--- src/rtl/pwm_pkg.sv ---
package pwm_pkg;
  localparam int ADDR_W = 4;
  localparam logic [ADDR_W-1:0] ADR_MODE = 4'd0;
  localparam logic [ADDR_W-1:0] ADR_CTRL = 4'd1;
  localparam logic [ADDR_W-1:0] ADR_IAB  = 4'd2;
  localparam logic [ADDR_W-1:0] ADR_ICD  = 4'd3;
  localparam logic [ADDR_W-1:0] ADR_CA   = 4'd4;
  localparam logic [ADDR_W-1:0] ADR_CB   = 4'd5;
  localparam logic [ADDR_W-1:0] ADR_CC   = 4'd6;
  localparam logic [ADDR_W-1:0] ADR_CD   = 4'd7;
  localparam logic [ADDR_W-1:0] ADR_RUN  = 4'd8;
  localparam logic [ADDR_W-1:0] ADR_CNT  = 4'd9;

  localparam logic [3:0] MODE_NORMAL = 4'd0;
  localparam logic [3:0] MODE_PAIRED = 4'd2;
  localparam logic [2:0] CLR_ON_A    = 3'd1;
  localparam logic [2:0] CLR_ON_C    = 3'd5;

  // low two bits: match action; 0 also disables the pin
  function automatic logic act_enabled(input logic [2:0] code);
    return code[1:0] != 2'b00;
  endfunction

  function automatic logic act_initial(input logic [2:0] code);
    return code[2];
  endfunction

  function automatic logic act_apply(input logic [1:0] code, input logic cur);
    case (code)
      2'd1:    return 1'b0;
      2'd2:    return 1'b1;
      2'd3:    return ~cur;
      default: return cur;
    endcase
  endfunction
endpackage

--- src/rtl/pwm_regs.sv ---
module pwm_regs
  import pwm_pkg::*;
#(
  parameter int CNT_W = 16
) (
  input  logic              clk,
  input  logic              rst,
  input  logic              wr_en,
  input  logic              rd_en,
  input  logic [ADDR_W-1:0] addr,
  input  logic [CNT_W-1:0]  wdata,
  input  logic [CNT_W-1:0]  cnt,
  output logic [CNT_W-1:0]  rdata,
  output logic              paired,
  output logic [2:0]        psc_sel,
  output logic [2:0]        clr_sel,
  output logic [2:0]        a_code,
  output logic [1:0]        b_code,
  output logic [2:0]        c_code,
  output logic [1:0]        d_code,
  output logic [CNT_W-1:0]  cmp_a,
  output logic [CNT_W-1:0]  cmp_b,
  output logic [CNT_W-1:0]  cmp_c,
  output logic [CNT_W-1:0]  cmp_d,
  output logic              run,
  output logic              load_init,
  output logic              cnt_wr
);
  logic [3:0] mode_q;
  logic [7:0] ctrl_q, iab_q, icd_q;
  logic       reinit_q;
  logic       start_wr, norm_wr;

  assign start_wr  = wr_en && addr == ADR_RUN && wdata[0] && !run;
  assign norm_wr   = wr_en && addr == ADR_MODE && wdata[3:0] == MODE_NORMAL && !run;
  assign load_init = start_wr && reinit_q;
  assign cnt_wr    = wr_en && addr == ADR_CNT;

  assign paired  = mode_q == MODE_PAIRED;
  assign psc_sel = ctrl_q[2:0];
  assign clr_sel = ctrl_q[7:5];
  assign a_code  = iab_q[2:0];
  assign b_code  = iab_q[5:4];
  assign c_code  = icd_q[2:0];
  assign d_code  = icd_q[5:4];

  always_ff @(posedge clk) begin
    if (rst) begin
      mode_q <= '0; ctrl_q <= '0; iab_q <= '0; icd_q <= '0;
      cmp_a <= '0; cmp_b <= '0; cmp_c <= '0; cmp_d <= '0;
      run <= 1'b0; reinit_q <= 1'b1; rdata <= '0;
    end else begin
      if (wr_en) begin
        case (addr)
          ADR_MODE: mode_q <= wdata[3:0];
          ADR_CTRL: ctrl_q <= wdata[7:0];
          ADR_IAB:  iab_q  <= wdata[7:0];
          ADR_ICD:  icd_q  <= wdata[7:0];
          ADR_CA:   cmp_a  <= wdata;
          ADR_CB:   cmp_b  <= wdata;
          ADR_CC:   cmp_c  <= wdata;
          ADR_CD:   cmp_d  <= wdata;
          ADR_RUN:  run    <= wdata[0];
          default:  ;
        endcase
      end
      if (norm_wr)       reinit_q <= 1'b1;
      else if (start_wr) reinit_q <= 1'b0;
      if (rd_en) begin
        case (addr)
          ADR_MODE: rdata <= CNT_W'(mode_q);
          ADR_CTRL: rdata <= CNT_W'(ctrl_q);
          ADR_IAB:  rdata <= CNT_W'(iab_q);
          ADR_ICD:  rdata <= CNT_W'(icd_q);
          ADR_CA:   rdata <= cmp_a;
          ADR_CB:   rdata <= cmp_b;
          ADR_CC:   rdata <= cmp_c;
          ADR_CD:   rdata <= cmp_d;
          ADR_RUN:  rdata <= CNT_W'(run);
          ADR_CNT:  rdata <= cnt;
          default:  rdata <= '0;
        endcase
      end
    end
  end
endmodule

--- src/rtl/pwm_prescale.sv ---
module pwm_prescale #(
  parameter int MAX_SEL = 3
) (
  input  logic       clk,
  input  logic       rst,
  input  logic       run,
  input  logic [2:0] sel,
  output logic       tick
);
  localparam int PSC_W = 2 * MAX_SEL;
  logic [PSC_W-1:0] psc_q, lim;
  int               sel_c;

  always_comb begin
    sel_c = (int'(sel) > MAX_SEL) ? MAX_SEL : int'(sel);
    lim   = PSC_W'((1 << (2 * sel_c)) - 1);
  end

  assign tick = run && (psc_q >= lim);

  always_ff @(posedge clk) begin
    if (rst || !run) psc_q <= '0;
    else if (tick)   psc_q <= '0;
    else             psc_q <= psc_q + PSC_W'(1);
  end


  tick_spacing_chk: assert property (@(posedge clk) disable iff (rst)
    (tick && lim != '0 && $stable(sel)) |=> !tick);
endmodule

--- src/rtl/pwm_counter.sv ---
module pwm_counter
  import pwm_pkg::*;
#(
  parameter int CNT_W = 16
) (
  input  logic             clk,
  input  logic             rst,
  input  logic             tick,
  input  logic             ld,
  input  logic [CNT_W-1:0] ld_val,
  input  logic [2:0]       clr_sel,
  input  logic [CNT_W-1:0] cmp_a,
  input  logic [CNT_W-1:0] cmp_c,
  output logic [CNT_W-1:0] cnt_q
);
  logic clr_hit;
  assign clr_hit = (clr_sel == CLR_ON_A && cnt_q == cmp_a) ||
                   (clr_sel == CLR_ON_C && cnt_q == cmp_c);

  always_ff @(posedge clk) begin
    if (rst)       cnt_q <= '0;
    else if (ld)   cnt_q <= ld_val;
    else if (tick) cnt_q <= clr_hit ? '0 : cnt_q + CNT_W'(1);
  end


  clear_to_zero_chk: assert property (@(posedge clk) disable iff (rst)
    (tick && clr_hit && !ld) |=> cnt_q == '0);

  count_step_chk: assert property (@(posedge clk) disable iff (rst)
    (tick && !clr_hit && !ld) |=> cnt_q == $past(cnt_q) + CNT_W'(1));

  count_hold_chk: assert property (@(posedge clk) disable iff (rst)
    (!tick && !ld) |=> $stable(cnt_q));
endmodule

--- src/rtl/pwm_pin.sv ---
module pwm_pin
  import pwm_pkg::*;
#(
  parameter int CNT_W = 16
) (
  input  logic             clk,
  input  logic             rst,
  input  logic             run,
  input  logic             tick,
  input  logic             paired,
  input  logic             load_init,
  input  logic [2:0]       lead_code,
  input  logic [1:0]       trail_code,
  input  logic [CNT_W-1:0] cnt,
  input  logic [CNT_W-1:0] lead_cmp,
  input  logic [CNT_W-1:0] trail_cmp,
  output logic             pin_o,
  output logic             pin_oe
);
  logic full, hit_lead, hit_trail, mid, nxt;

  assign full      = trail_cmp >= lead_cmp;
  assign hit_lead  = tick && cnt == lead_cmp;
  assign hit_trail = tick && paired && !full && cnt == trail_cmp;

  always_comb begin
    mid = hit_lead  ? act_apply(lead_code[1:0], pin_o) : pin_o;
    nxt = hit_trail ? act_apply(trail_code, mid) : mid;
  end

  always_ff @(posedge clk) begin
    if (rst) begin
      pin_o  <= 1'b0;
      pin_oe <= 1'b0;
    end else begin
      pin_oe <= run && act_enabled(lead_code);
      pin_o  <= load_init ? act_initial(lead_code) : nxt;
    end
  end


  stopped_hiz_chk: assert property (@(posedge clk) disable iff (rst)
    !$past(run) |-> !pin_oe);

  full_duty_hold_chk: assert property (@(posedge clk) disable iff (rst)
    (tick && paired && full && !hit_lead && !load_init) |=> $stable(pin_o));

  normal_ignores_trail_chk: assert property (@(posedge clk) disable iff (rst)
    (tick && !paired && !hit_lead && !load_init) |=> $stable(pin_o));
endmodule

--- src/rtl/pwm_pair_timer.sv ---
module pwm_pair_timer
  import pwm_pkg::*;
#(
  parameter int CNT_W   = 16,
  parameter int MAX_SEL = 3
) (
  input  logic              clk,
  input  logic              rst,
  input  logic              wr_en,
  input  logic              rd_en,
  input  logic [ADDR_W-1:0] addr,
  input  logic [CNT_W-1:0]  wdata,
  output logic [CNT_W-1:0]  rdata,
  output logic              pin1_o,
  output logic              pin1_oe,
  output logic              pin2_o,
  output logic              pin2_oe
);
  localparam int NPIN = 2;

  logic             paired, run, load_init, cnt_wr, tick;
  logic [2:0]       psc_sel, clr_sel, a_code, c_code;
  logic [1:0]       b_code, d_code;
  logic [CNT_W-1:0] cmp_a, cmp_b, cmp_c, cmp_d, cnt;

  logic [2:0]       lead_code [NPIN];
  logic [1:0]       trail_code[NPIN];
  logic [CNT_W-1:0] lead_cmp  [NPIN];
  logic [CNT_W-1:0] trail_cmp [NPIN];
  logic [NPIN-1:0]  pin_o, pin_oe;

  pwm_regs #(.CNT_W(CNT_W)) u_regs (
    .clk(clk), .rst(rst), .wr_en(wr_en), .rd_en(rd_en), .addr(addr),
    .wdata(wdata), .cnt(cnt), .rdata(rdata), .paired(paired),
    .psc_sel(psc_sel), .clr_sel(clr_sel), .a_code(a_code), .b_code(b_code),
    .c_code(c_code), .d_code(d_code), .cmp_a(cmp_a), .cmp_b(cmp_b),
    .cmp_c(cmp_c), .cmp_d(cmp_d), .run(run), .load_init(load_init),
    .cnt_wr(cnt_wr));

  pwm_prescale #(.MAX_SEL(MAX_SEL)) u_psc (
    .clk(clk), .rst(rst), .run(run), .sel(psc_sel), .tick(tick));

  pwm_counter #(.CNT_W(CNT_W)) u_cnt (
    .clk(clk), .rst(rst), .tick(tick), .ld(cnt_wr), .ld_val(wdata),
    .clr_sel(clr_sel), .cmp_a(cmp_a), .cmp_c(cmp_c), .cnt_q(cnt));

  assign lead_code[0] = a_code;  assign trail_code[0] = b_code;
  assign lead_code[1] = c_code;  assign trail_code[1] = d_code;
  assign lead_cmp[0]  = cmp_a;   assign trail_cmp[0]  = cmp_b;
  assign lead_cmp[1]  = cmp_c;   assign trail_cmp[1]  = cmp_d;

  for (genvar g = 0; g < NPIN; g++) begin : g_pin
    pwm_pin #(.CNT_W(CNT_W)) u_pin (
      .clk(clk), .rst(rst), .run(run), .tick(tick), .paired(paired),
      .load_init(load_init), .lead_code(lead_code[g]),
      .trail_code(trail_code[g]), .cnt(cnt), .lead_cmp(lead_cmp[g]),
      .trail_cmp(trail_cmp[g]), .pin_o(pin_o[g]), .pin_oe(pin_oe[g]));
  end

  assign pin1_o  = pin_o[0];
  assign pin1_oe = pin_oe[0];
  assign pin2_o  = pin_o[1];
  assign pin2_oe = pin_oe[1];
endmodule

--- config.mk ---
export PLATFORM = sky130hd
export DESIGN_NAME = pwm_pair_timer
export DESIGN_NICKNAME = d
export VERILOG_FILES = /design/src/rtl/pwm_pkg.sv /design/src/rtl/pwm_regs.sv /design/src/rtl/pwm_prescale.sv /design/src/rtl/pwm_counter.sv /design/src/rtl/pwm_pin.sv /design/src/rtl/pwm_pair_timer.sv
export SDC_FILE = /design/constraint.sdc
export NUM_CORES = 1
export LEC_CHECK = 0
export ABC_AREA = 0
export BUFFER_PORTS_ARGS = -buffer_cell sky130_fd_sc_hd__buf_2
export CORE_AREA = 2 2 138 140
export CTS_CLUSTER_SIZE = 16
export DETAILED_ROUTE_END_ITERATION = 6
export DIE_AREA = 0 0 140 142
export PLACE_DENSITY = 0.58
export SYNTH_ARGS = -nofsm -noshare
export SYNTH_HDL_FRONTEND = slang
export SYNTH_SLANG_ARGS = --single-unit
--- constraint.sdc ---
create_clock -name clk -period 6.8 [get_ports clk]
set_input_delay 1.36 -clock clk [delete_from_list [all_inputs] [get_ports clk]]
set_output_delay 1.36 -clock clk [all_outputs]
set_load 0.1 [all_outputs]
==> impl_results.md <==
- Number of violations reported at the end of detailed-routing iteration 0: 798
- Post-CTS setup buffers: 0
- Post-layout worst setup margin: 3.36 ns
- Cell count of the worst hold path: 1
- Share of power burned in registers: 42.6%
- Total negative setup slack: 0 ns
- Critical path data required time: 7.13 ns
- Number of synthesized register bits: 136
- CTS tree: yes
- Routability congestion estimate from global placement: 0.928
- Post-Place Cell Area: 8210 µm²
- Final count of pins violating max slew: 0
- Number of placement rows: 50
- Met2 GRT Util: 39.8%
- Via count: 7394
- Pre-Repair DR Iteration Count: 5
- Pin count of the biggest net entering global routing: 96
- Upper clock frequency limit: 291 MHz
- Warnings from Yosys: 0
- Area added between synthesis and finish: 8.92%
- Syn Area/Cell: 7.85 µm²
- Launch instance of the worst register-to-register path: u_regs.ctrl_q[0]
- Width of the die: 140 µm
- Fraction of synthesized cell area taken by the top area cell type: 33.7%
- Number of antenna violations at the first check in global routing: 0
- Final Skew: 0.0107 ns
- First-pass GRT wire length: 41200 µm
- Routing usage on met3: 6.09%
- Path type of the worst min-delay path: flop to flop
- Layout cells sized above 1: 9.90%
- Share of the clock period used by the worst path: 50.6%
- Distinct cells, synth: 65
- Max VDD drop: 0.173 mV
- Fin. Hold Viols: 0
- Dominant synthesized flop cell: sky130_fd_sc_hd__dfxtp_1
- Leak Pwr: 3.36 nW
- Cell count of the worst reg-to-reg path: 11
- Initial standard-cell utilization of the core: 43.8%
- Power density over the cells: 220 nW/µm²
- Clock input transition at the sequential cells of the worst setup and hold paths: 0.06 ns
- NetSw: 511 µW
- Number of design rule violations left after detail routing: 0
- Number of nets in the final layout: 1082
- CTS Root Buffer Type: sky130_fd_sc_hd__clkbuf_16
- Clock share of power: 48.8%
- Part of the power in combinational logic: 8.6%
- Most crowded layer after global routing: met2
- Count of input and output buffers: 43
- Number of hold-repair buffers added at the cts stage: 0
- Cells resized by post-CTS repair: 0
- Aggregate routed wire length: 26200 µm
- Type of origin of the critical path: primary input
- Syn Std Cell Area: 8080 µm²
- Number of nets in the synthesized netlist: 1094
- Multi-input logic area: 4770 µm²
- Outcome: completed
- Die Area: 19900 µm²
- Vias in the first global route: 6965
- Sequential cell area: 2720 µm²
- Via density per instance: 5.85
- Post-synthesis instance total: 1029
- Die Ht: 142 µm
- Min-delay src: u_psc.psc_q[0]
- H-Tree Level Count: 4
- Crit Path Max Fanout: 30
- Yosys top cell by area: sky130_fd_sc_hd__dfxtp_1
- Total of max-cap violations: 0
- Total half-perimeter wirelength after legalization and detailed placement: 18500 µm
- Placement Setup Slack: 2.93 ns
- Endpoint class of the critical path: flop
- Total GRT Usage: 27.2%
- Ant. Diodes: 0
- Leading cell types by total area after synthesis: sky130_fd_sc_hd__dfxtp_1, sky130_fd_sc_hd__nand2_1, sky130_fd_sc_hd__a21oi_1
- Sequential share of the synthesized area: 33.7%
- Insertion delay of the later-clocked pin in the worst-skew pair: 0.44 ns
- Share of flip-flops with an asynchronous set or reset: 0%
- Time the final worst path needs with I/O delays and setup: 3.44 ns
- Slew of the pin with the lowest slew margin: 1.18 ns
- Area of the core: 18500 µm²
- Beginning of the critical path: addr[0]
- Arrival time at the worst endpoint: 3.77 ns
- Setup Viol. Count Final: 0
- Number of filler instances in the final layout: 1841
- Post-route antenna net violation count: 0
- Number of buffers added by the clock tree synthesis step: 17
- Post-layout power: 1.94 mW
- Final std cell area, no fill: 8800 µm²
- Met1 usage in global routing: 39.1%
- Max_slew headroom: 21.1%
- Number of sinks on the clock net: 136
- GRT overflow: 0
- IO Count: 44
- Critical Setup Path Class: primary input to flop
- Switching share of power: 26.4%
- Setup repair after global routing missed its margin: false
- Average wire per standard cell: 20.7 µm
- Clock Tree Buf Depth: 2
- Internal Dissipation: 1.43 mW
- Post-synth EDFFs: 0
==> power by group through the flow <==
stage	clock [mW]	sequential (mW)	combinational, mW
detailed placement	0	0.842	0.165
floorplan	0	0.832	0.123
CTS	0.951	0.824	0.166
finish	0.945	0.825	0.167
global route	0.988	0.826	0.181
global placement	0	0.842	0.165
==> synthesized netlist by cell type (4+ instances only) <==
master,count
sky130_fd_sc_hd__xor2_1,45
sky130_fd_sc_hd__nand3_1,41
sky130_fd_sc_hd__a211oi_1,10
sky130_fd_sc_hd__a21boi_0,4
sky130_fd_sc_hd__and3_1,10
sky130_fd_sc_hd__buf_6,11
sky130_fd_sc_hd__nor3_1,14
sky130_fd_sc_hd__a22oi_1,14
sky130_fd_sc_hd__o21ai_1,7
sky130_fd_sc_hd__inv_1,43
sky130_fd_sc_hd__nand4_1,12
sky130_fd_sc_hd__mux2i_1,17
sky130_fd_sc_hd__a21oi_1,127
sky130_fd_sc_hd__buf_4,7
sky130_fd_sc_hd__nor2_1,83
sky130_fd_sc_hd__clkbuf_1,46
sky130_fd_sc_hd__o22ai_1,4
sky130_fd_sc_hd__nand2b_1,11
sky130_fd_sc_hd__ha_1,41
sky130_fd_sc_hd__xnor2_1,26
sky130_fd_sc_hd__buf_1,4
sky130_fd_sc_hd__a311oi_1,7
sky130_fd_sc_hd__and2_1,5
sky130_fd_sc_hd__buf_2,10
sky130_fd_sc_hd__a221oi_1,8
sky130_fd_sc_hd__nor2b_1,5
sky130_fd_sc_hd__dfxtp_1,136
sky130_fd_sc_hd__a31oi_1,5
sky130_fd_sc_hd__nor4_1,12
sky130_fd_sc_hd__mux4_2,8
sky130_fd_sc_hd__nand2_1,182
sky130_fd_sc_hd__nand3b_1,10
sky130_fd_sc_hd__o21ai_0,16
==> state kept, by name (all words and copies together), names as in the netlist, 16 cells and up <==
name and flops:
u_regs.cmp_a 16, u_regs.rdata 16, u_regs.cmp_c 16, u_cnt.cnt_q 16, u_regs.cmp_b 16, u_regs.cmp_d 16
==> worst paths after layout <==
kind	slack, ns	end
worst min register to register	0.47	u_psc.psc_q[0]
worst min-delay path	0.47	u_psc.psc_q[0]
worst max register to register	3.67	g_pin[0].u_pin.pin_o
worst max-delay path	3.36	u_cnt.cnt_q[14]
==> stage by stage <==
stage / hold slack, ns / instances / util (%)
global placement: 0.447 / 1232 / 44.5
finish: 0.471 / 1264 / 47.7
floorplan: 0.430 / 1029 / -
detailed placement: 0.457 / 1232 / 44.5
global route: 0.491 / 1264 / 47.7
CTS: 0.473 / 1264 / 47.7
==> cells in the final DEF, fill, tap and decap left out, types with 3 or more instances in the layout <==
| master | netlist | final |
|---|---|---|
| sky130_fd_sc_hd__dfxtp_1 | 136 | 136 |
| sky130_fd_sc_hd__buf_2 | 10 | 42 |
| sky130_fd_sc_hd__nand3b_1 | 10 | 10 |
| sky130_fd_sc_hd__nor4_1 | 12 | 12 |
| sky130_fd_sc_hd__nand4_1 | 12 | 12 |
| sky130_fd_sc_hd__o22ai_1 | 4 | 4 |
| sky130_fd_sc_hd__a31oi_1 | 5 | 5 |
| sky130_fd_sc_hd__a22oi_1 | 14 | 14 |
| sky130_fd_sc_hd__clkbuf_16 | 0 | 17 |
| sky130_fd_sc_hd__xnor2_1 | 26 | 26 |
| sky130_fd_sc_hd__inv_1 | 43 | 43 |
| sky130_fd_sc_hd__nor2b_1 | 5 | 5 |
| sky130_fd_sc_hd__mux2i_1 | 17 | 17 |
| sky130_fd_sc_hd__a222oi_1 | 3 | 3 |
| sky130_fd_sc_hd__clkinv_2 | 0 | 3 |
| sky130_fd_sc_hd__o21ai_1 | 7 | 7 |
| sky130_fd_sc_hd__a221oi_1 | 8 | 8 |
| sky130_fd_sc_hd__clkbuf_8 | 0 | 3 |
| sky130_fd_sc_hd__xor2_1 | 45 | 45 |
| sky130_fd_sc_hd__buf_4 | 7 | 6 |
| sky130_fd_sc_hd__a22o_1 | 3 | 3 |
| sky130_fd_sc_hd__and2_1 | 5 | 5 |
| sky130_fd_sc_hd__nand3_1 | 41 | 41 |
| sky130_fd_sc_hd__a21boi_0 | 4 | 4 |
| sky130_fd_sc_hd__mux4_2 | 8 | 8 |
| sky130_fd_sc_hd__ha_1 | 41 | 41 |
| sky130_fd_sc_hd__and3_1 | 10 | 10 |
| sky130_fd_sc_hd__nor2_1 | 83 | 83 |
| sky130_fd_sc_hd__nand2b_1 | 11 | 11 |
| sky130_fd_sc_hd__a21oi_1 | 127 | 127 |
| sky130_fd_sc_hd__a32oi_1 | 3 | 3 |
| sky130_fd_sc_hd__o21ai_0 | 16 | 16 |
| sky130_fd_sc_hd__nor3_1 | 14 | 14 |
| sky130_fd_sc_hd__or3_1 | 3 | 3 |
| sky130_fd_sc_hd__nand2_1 | 182 | 182 |
| sky130_fd_sc_hd__a211oi_1 | 10 | 10 |
| sky130_fd_sc_hd__a311oi_1 | 7 | 7 |
==> routing by layer <==
metal | part of all wire (%) | vias up
met5 | 0 | -
met4 | 2.7 | 0
met3 | 7.7 | 50
met2 | 43 | 285
met1 | 47 | 3514
li1 | - | 3545
==> cell families (layout without fill, tap and decap cells) <==
logic type,count (synthesis),count (layout),share of synthesized area [%]
compound gates,228,228,17.3
xor+xnor,71,71,7.70
fa+ha+maj,41,41,6.35
buf+inv,123,124,7.23
flops,136,136,33.7
mux,28,28,4.89
simple gates,402,402,22.8
==> critical path, stage by stage <==
cell and delay (ns):
sky130_fd_sc_hd__buf_2 0.52, sky130_fd_sc_hd__nand2b_1 0.23, sky130_fd_sc_hd__nor2_1 0.77, sky130_fd_sc_hd__and2_1 0.52
sky130_fd_sc_hd__a21oi_1 0.08, sky130_fd_sc_hd__a211oi_1 0.28
==> cell type report <==
cell class,instances,area share [%]
Clock buffer,22,5.39
Clock inverter,10,1.34
Timing Repair Buffer,48,2.90
Sequential cell,136,30.9
Inverter,44,1.88
Multi-Input combinational cell,770,54.2
Tap cell,234,3.33
(Power assumes the default switching activity.)
